File: src/rtl/trap_pkg.sv
package trap_pkg;

    localparam logic [1:0] PRIV_U = 2'b00;
    localparam logic [1:0] PRIV_S = 2'b01;
    localparam logic [1:0] PRIV_M = 2'b11;

    // status word field positions
    localparam int ST_SIE  = 1;
    localparam int ST_MIE  = 3;
    localparam int ST_SPIE = 5;
    localparam int ST_MPIE = 7;
    localparam int ST_SPP  = 8;
    localparam int ST_MPP  = 11;

    // codes that a synchronous request line may raise
    localparam logic [15:0] EXC_LEGAL = 16'hB05C;

    localparam int IRQ_RANKS = 9;

    // interrupt code at a given priority rank (rank 0 is the highest)
    function automatic int irq_rank_code(input int rank);
        case (rank)
            0: return 11;
            1: return 9;
            2: return 8;
            3: return 2;
            4: return 1;
            5: return 0;
            6: return 7;
            7: return 5;
            default: return 4;
        endcase
    endfunction

    function automatic int ecall_code(input logic [1:0] priv);
        if (priv == PRIV_M) return 11;
        if (priv == PRIV_S) return 9;
        return 8;
    endfunction

endpackage

File: src/rtl/trap_exc_pick.sv
module trap_exc_pick
    import trap_pkg::*;
#(
    parameter int EXC_W = 16,
    parameter int CW    = 4
) (
    input  logic [EXC_W-1:0] exc_i,
    input  logic             ecall_i,
    input  logic [1:0]       priv_i,
    output logic             hit_o,
    output logic [CW-1:0]    code_o
);
    localparam logic [EXC_W-1:0] LEGAL = EXC_W'(EXC_LEGAL);

    logic [EXC_W-1:0] req;

    always_comb begin
        req = exc_i & LEGAL;
        if (ecall_i) req[ecall_code(priv_i)] = 1'b1;
        hit_o  = |req;
        code_o = '0;
        // scan downward so the lowest code is the last one kept
        for (int i = EXC_W - 1; i >= 0; i--) begin
            if (req[i]) code_o = CW'(i);
        end
    end

endmodule

File: src/rtl/trap_irq_pick.sv
module trap_irq_pick
    import trap_pkg::*;
#(
    parameter int IRQ_W = 12,
    parameter int CW    = 4
) (
    input  logic [IRQ_W-1:0] pend_i,
    input  logic [IRQ_W-1:0] en_i,
    input  logic [IRQ_W-1:0] deleg_i,
    input  logic [1:0]       priv_i,
    input  logic             mie_i,
    input  logic             sie_i,
    output logic             hit_o,
    output logic [CW-1:0]    code_o
);
    always_comb begin
        hit_o  = 1'b0;
        code_o = '0;
        // scan from the lowest rank up so rank 0 is the last one kept
        for (int r = IRQ_RANKS - 1; r >= 0; r--) begin
            int  c;
            logic to_s;
            logic gate;
            c    = irq_rank_code(r);
            to_s = (priv_i != PRIV_M) && deleg_i[c];
            gate = to_s ? ((priv_i == PRIV_U) || sie_i)
                        : ((priv_i != PRIV_M) || mie_i);
            if (pend_i[c] && en_i[c] && gate) begin
                hit_o  = 1'b1;
                code_o = CW'(c);
            end
        end
    end

endmodule

File: src/rtl/trap_router.sv
module trap_router
    import trap_pkg::*;
#(
    parameter int XLEN  = 32,
    parameter int EXC_W = 16,
    parameter int IRQ_W = 12
) (
    input  logic             clk,
    input  logic             rst_n,
    input  logic [1:0]       priv_i,
    input  logic [XLEN-1:0]  stat_i,
    input  logic [EXC_W-1:0] exc_i,
    input  logic             ecall_i,
    input  logic [XLEN-1:0]  pc_i,
    input  logic [IRQ_W-1:0] irq_pend_i,
    input  logic [IRQ_W-1:0] irq_en_i,
    input  logic [EXC_W-1:0] edeleg_i,
    input  logic [IRQ_W-1:0] ideleg_i,
    input  logic             mret_i,
    input  logic             sret_i,
    output logic             trap_o,
    output logic             ret_o,
    output logic [XLEN-1:0]  cause_o,
    output logic [1:0]       tgt_priv_o,
    output logic             vec_sel_o,
    output logic [XLEN-1:0]  epc_o,
    output logic [1:0]       priv_o,
    output logic [XLEN-1:0]  stat_o
);
    localparam int CW = $clog2(EXC_W);

    typedef struct packed {
        logic            trap;
        logic            ret;
        logic [XLEN-1:0] cause;
        logic [1:0]      tgt;
        logic            vsel;
        logic [XLEN-1:0] epc;
        logic [1:0]      priv;
        logic [XLEN-1:0] stat;
    } state_t;

    state_t s_d, s_q;

    logic          exc_hit, irq_hit;
    logic [CW-1:0] exc_code, irq_code;

    trap_exc_pick #(.EXC_W(EXC_W), .CW(CW)) u_exc (
        .exc_i   (exc_i),
        .ecall_i (ecall_i),
        .priv_i  (priv_i),
        .hit_o   (exc_hit),
        .code_o  (exc_code)
    );

    trap_irq_pick #(.IRQ_W(IRQ_W), .CW(CW)) u_irq (
        .pend_i  (irq_pend_i),
        .en_i    (irq_en_i),
        .deleg_i (ideleg_i),
        .priv_i  (priv_i),
        .mie_i   (stat_i[ST_MIE]),
        .sie_i   (stat_i[ST_SIE]),
        .hit_o   (irq_hit),
        .code_o  (irq_code)
    );

    always_comb begin
        logic          is_irq;
        logic [CW-1:0] code;
        logic          dlg;
        logic          to_s;

        is_irq = !exc_hit;
        code   = exc_hit ? exc_code : irq_code;
        dlg    = exc_hit ? edeleg_i[exc_code] : ideleg_i[irq_code];
        to_s   = (priv_i != PRIV_M) && dlg;

        s_d      = s_q;
        s_d.trap = 1'b0;
        s_d.ret  = 1'b0;
        s_d.priv = priv_i;
        s_d.stat = stat_i;

        if (exc_hit || irq_hit) begin
            s_d.trap             = 1'b1;
            s_d.cause            = '0;
            s_d.cause[XLEN-1]    = is_irq;
            s_d.cause[CW-1:0]    = code;
            s_d.tgt              = to_s ? PRIV_S : PRIV_M;
            s_d.vsel             = to_s;
            s_d.epc              = pc_i;
            if (to_s) begin
                s_d.stat[ST_SPIE] = stat_i[ST_SIE];
                s_d.stat[ST_SIE]  = 1'b0;
                s_d.stat[ST_SPP]  = priv_i[0];
                s_d.priv          = PRIV_S;
            end else begin
                s_d.stat[ST_MPIE]     = stat_i[ST_MIE];
                s_d.stat[ST_MIE]      = 1'b0;
                s_d.stat[ST_MPP +: 2] = priv_i;
                s_d.priv              = PRIV_M;
            end
        end else if (mret_i) begin
            s_d.ret               = 1'b1;
            s_d.priv              = stat_i[ST_MPP +: 2];
            s_d.stat[ST_MIE]      = stat_i[ST_MPIE];
            s_d.stat[ST_MPIE]     = 1'b1;
            s_d.stat[ST_MPP +: 2] = PRIV_U;
        end else if (sret_i) begin
            s_d.ret           = 1'b1;
            s_d.priv          = {1'b0, stat_i[ST_SPP]};
            s_d.stat[ST_SIE]  = stat_i[ST_SPIE];
            s_d.stat[ST_SPIE] = 1'b1;
            s_d.stat[ST_SPP]  = 1'b0;
        end
    end

    always_ff @(posedge clk or negedge rst_n) begin
        if (!rst_n) begin
            s_q      <= '0;
            s_q.priv <= PRIV_M;
            s_q.tgt  <= PRIV_M;
        end else begin
            s_q <= s_d;
        end
    end

    assign trap_o     = s_q.trap;
    assign ret_o      = s_q.ret;
    assign cause_o    = s_q.cause;
    assign tgt_priv_o = s_q.tgt;
    assign vec_sel_o  = s_q.vsel;
    assign epc_o      = s_q.epc;
    assign priv_o     = s_q.priv;
    assign stat_o     = s_q.stat;

endmodule

File: config.mk
export PLATFORM = sky130hd
export DESIGN_NAME = trap_router
export DESIGN_NICKNAME = d
export VERILOG_FILES = /design/src/rtl/trap_pkg.sv /design/src/rtl/trap_exc_pick.sv /design/src/rtl/trap_irq_pick.sv /design/src/rtl/trap_router.sv
export SDC_FILE = /design/constraint.sdc
export NUM_CORES = 1
export LEC_CHECK = 0
export ABC_AREA = 1
export CAP_MARGIN = 40
export CORE_MARGIN = 8
export CORE_UTILIZATION = 36
export DETAILED_ROUTE_END_ITERATION = 7
export GPL_ROUTABILITY_DRIVEN = 0
export PLACE_DENSITY = 0.81
export REMOVE_ABC_BUFFERS = 1
export SYNTH_ARGS = -nofsm -noshare
export SYNTH_HDL_FRONTEND = slang
export SYNTH_SLANG_ARGS = --single-unit
export TNS_END_PERCENT = 5
File: constraint.sdc
create_clock -name clk -period 0.8 [get_ports clk]
set_input_delay 0.12 -clock clk [delete_from_list [all_inputs] [get_ports clk]]
set_output_delay 0.12 -clock clk [all_outputs]
set_load 0.01 [all_outputs]
==> flow_summary.json <==
{
  "status": "complete, but fails checks",
  "routed_wl_um": 15100,
  "critPathKind": "in2reg",
  "dr_wl_met3_um": 1310,
  "clockBufferDepth": 2,
  "yosys_warnings": 0,
  "globalRouteTotalUtil": 0.217,
  "cts_sinks": 75,
  "synth_xor_xnor_area_share": 0,
  "drv_slew": 0,
  "synthCells": 436,
  "drive_gt1_frac": 0.378,
  "cp-end-kind": "flop",
  "chipWidth_um": 116,
  "cp-start-kind": "primary input",
  "placementRows": 36,
  "period_minus_slack_ns": 1.72,
  "htreeDepth": 3,
  "ys_types": 31,
  "hold_path.class": "in2reg",
  "required_ns": 1.02,
  "fmax_mhz": 582,
  "path_cells": "buf_12 > nand2_8 > nor2_4 > buf_12 > nor2_2 > o21ai_2 > buf_4 > buf_4 > nand2_2 > nand2_2 > nand2_4 > buf_4 > nand3_1 > nand3_2 > nand3_4 > nand3_4 > nand2_2 > nand2_1 > nand2_1",
  "synthMuxAreaShare": 0,
  "avgRoutedWirePerCell_um": 17.4,
  "p_int_w": 0.00664,
  "grt_max_degree": 47,
  "cts-root-buf": "clkbuf_8",
  "path_max_fanout": 8,
  "finalCritPeriodShare": 2.15,
  "yosys_register_bits": 75,
  "synth-seq-area-share": 0.526,
  "combinationalPowerShare": 0.287,
  "insertion_delay_ns": 0.33,
  "wl_met1_um": 5640,
  "violations": "setup timing",
  "tns_ns": -51.53,
  "grt_pass1_wl_um": 22500,
  "topRoutingLayerUsed": "met4",
  "synthAdderAreaFrac": 0,
  "synth_simple_gate_area_frac": 0.323,
  "p_per_area_nw_per_um2": 1350,
  "p_total_w": 0.00930,
  "num_antenna_cells": 0,
  "leakage_nw": 3.46,
  "synth_area_leaders": "dfrtp_1, nand2_1, nand3_1, buf_4, inv_1",
  "met2_length_um": 7730,
  "num_io_pins": 242,
  "antenna_found_initial": 0,
  "grt_pass1_vias": 4400,
  "io_buffer_count": 198,
  "syn_to_final_growth_pct": 92.2,
  "cts_buffers": 9,
  "synth-compound-area-share": 0.0333,
  "seq_power_share": 0.446,
  "p_sw_w": 0.00266,
  "synth_largest_area_cell": "dfrtp_1",
  "worst_slack_ns": -0.918,
  "fin_worst_skew_ns": 0,
  "worst_path_max_delay_cell": "buf_12",
  "worst_ir_drop_vdd_uv": 729,
  "cts_tree": "done",
  "p_sw_frac": 0.286,
  "max_cap_viol_count": 0,
  "vias": 4048,
  "drcViolationCount": 0,
  "grt.overflow.total": 0,
  "nNetsFinal": 871,
  "crit_arrival_ns": 1.94,
  "cpPeakStageDelay_ns": 0.14,
  "dieArea_um2": 13400,
  "drt_iter0_drc": 278,
  "core_area_um2": 9680,
  "synthesis.area_um2": 3570,
  "synth_top_family_by_area": "simple AND/OR/NAND/NOR gates",
  "hpwl_um": 10700,
  "setup_viol": 125,
  "die_h_um": 116,
  "initial_utilization": 0.369,
  "via_per_inst": 4.66,
  "dr.pass1.iters": 4,
  "syn_avg_cell_area_um2": 8.19,
  "rsz0062_at_grt": "true",
  "path_clk_slew_ns": 0.07,
  "hold_viol": 0,
  "p_clk_frac": 0.266,
  "postRouteAntennaNets": 0,
  "synth_top_area_share": 0.504
}
-- critical path: cells and delay by family --
kind	cells	cell delay, ns
and+or+nand+nor	13	1.12
AOI/OAI and AO/OA	1	0.08
buffers and inverters	5	0.63
-- final timing paths --
kind                            cells past startpoint          to  startpoint  slack, ns
worst max-delay path                               19  stat_o[12]   priv_i[1]      -0.92
worst min register to register                      2   epc_o[22]   epc_o[22]       0.47
min in group asynchronous                           2   stat_o[2]       rst_n       0.20
worst min-delay path                                4  stat_o[12]   priv_i[1]       0.19
max in group asynchronous                           3  stat_o[16]       rst_n       0.11
worst max register to register                      3    epc_o[5]    epc_o[5]       0.04
-- synthesized netlist by cell type, drive strengths merged --
cell	number
nand2	181
dfrtp	72
buf	35
nand3b	2
nor3	2
a31oi	1
clkinv	1
o22ai	1
nand4	6
inv	36
a22oi	1
o211ai	2
o21ai	12
nand3	49
clkbuf	2
nor2	24
dfstp	3
conb	2
a21oi	4
-- repair_timing --
action / CTS / global route
pin swaps: 66 / 35
resized for setup: 469 / 61
hold buffers: 1 / 0
setup endpoints to repair: 125 / 131
buffers inserted: 29 / 8
hold endpoints to repair: 75 / 0
gates cloned: 3 / 0
-- placed cells by master, fill, tap and decap left out, types with 2 or more instances in the layout --
cell	instances
a21oi_1	2
buf_12	6
buf_16	4
buf_2	34
buf_4	70
buf_6	62
clkbuf_1	3
clkbuf_8	10
clkdlybuf4s50_1	86
clkinv_2	2
conb_1	28
dfrtp_1	72
dfstp_2	3
dlygate4sd2_1	31
inv_1	26
inv_2	8
nand2_1	150
nand2_2	23
nand2_4	6
nand2_8	2
nand3_1	31
nand3_2	16
nand3_4	2
nand3b_1	2
nand4_1	5
nor2_1	11
nor2_2	4
nor2_4	9
o211ai_1	2
o21ai_1	3
o21ai_2	4
o21ai_4	4
-- sequential cells by signal, summed over array words and instances (netlist names) --
signal,cells
cause_o,5
epc_o,32
priv_o,2
ret_o,1
stat_o,32
tgt_priv_o,1
trap_o,1
vec_sel_o,1
-- final cells by class --
cell class	instances	area (um^2)
Timing Repair Buffer	296	2790
Inverter	37	148
Clock inverter	2	12.5
Clock buffer	13	149
Fill cell	687	2820
Tap cell	133	166
Sequential cell	75	1880
Multi-Input combinational cell	313	1720
-- metrics by stage --
stage / setup slack, ns / hold slack, ns / util / area [um^2] / instances
finish: -0.918 / 0.187 / 0.709 / 6860 / 869
global route: -1.00 / 0.182 / 0.709 / 6860 / 869
CTS: -0.775 / 0.133 / 0.675 / 6530 / 863
detailed placement: -1.77 / 0.00847 / 0.623 / 6040 / 815
global placement: -1.67 / 0.000866 / 0.623 / 6040 / 815
floorplan: -1.53 / -0.176 / - / 3400 / 425
-- power by group through the flow --
stage                     Clock [W]  Combinational (W)  Sequential (W)
final                       0.00248            0.00267         0.00415
after global routing        0.00273            0.00286         0.00417
after CTS                   0.00254            0.00240         0.00413
after detailed placement          0            0.00233         0.00419
after global placement            0            0.00227         0.00418
after floorplan                   0           0.000611         0.00430
-- metal layers --
layer,vias to the layer above,track usage
li1,1909,-
met1,1889,0.231
met2,214,0.394
met3,36,0.0651
met4,0,0.0847
met5,-,0
-- logic make-up (layout without fill, tap and decap cells) --
logic type | after synthesis | in the layout
simple gates | 264 | 264
flops | 75 | 75
buf+inv | 74 | 348
compound gates | 21 | 21
other cells | 2 | 28
Power figures use the tool's default switching activity.
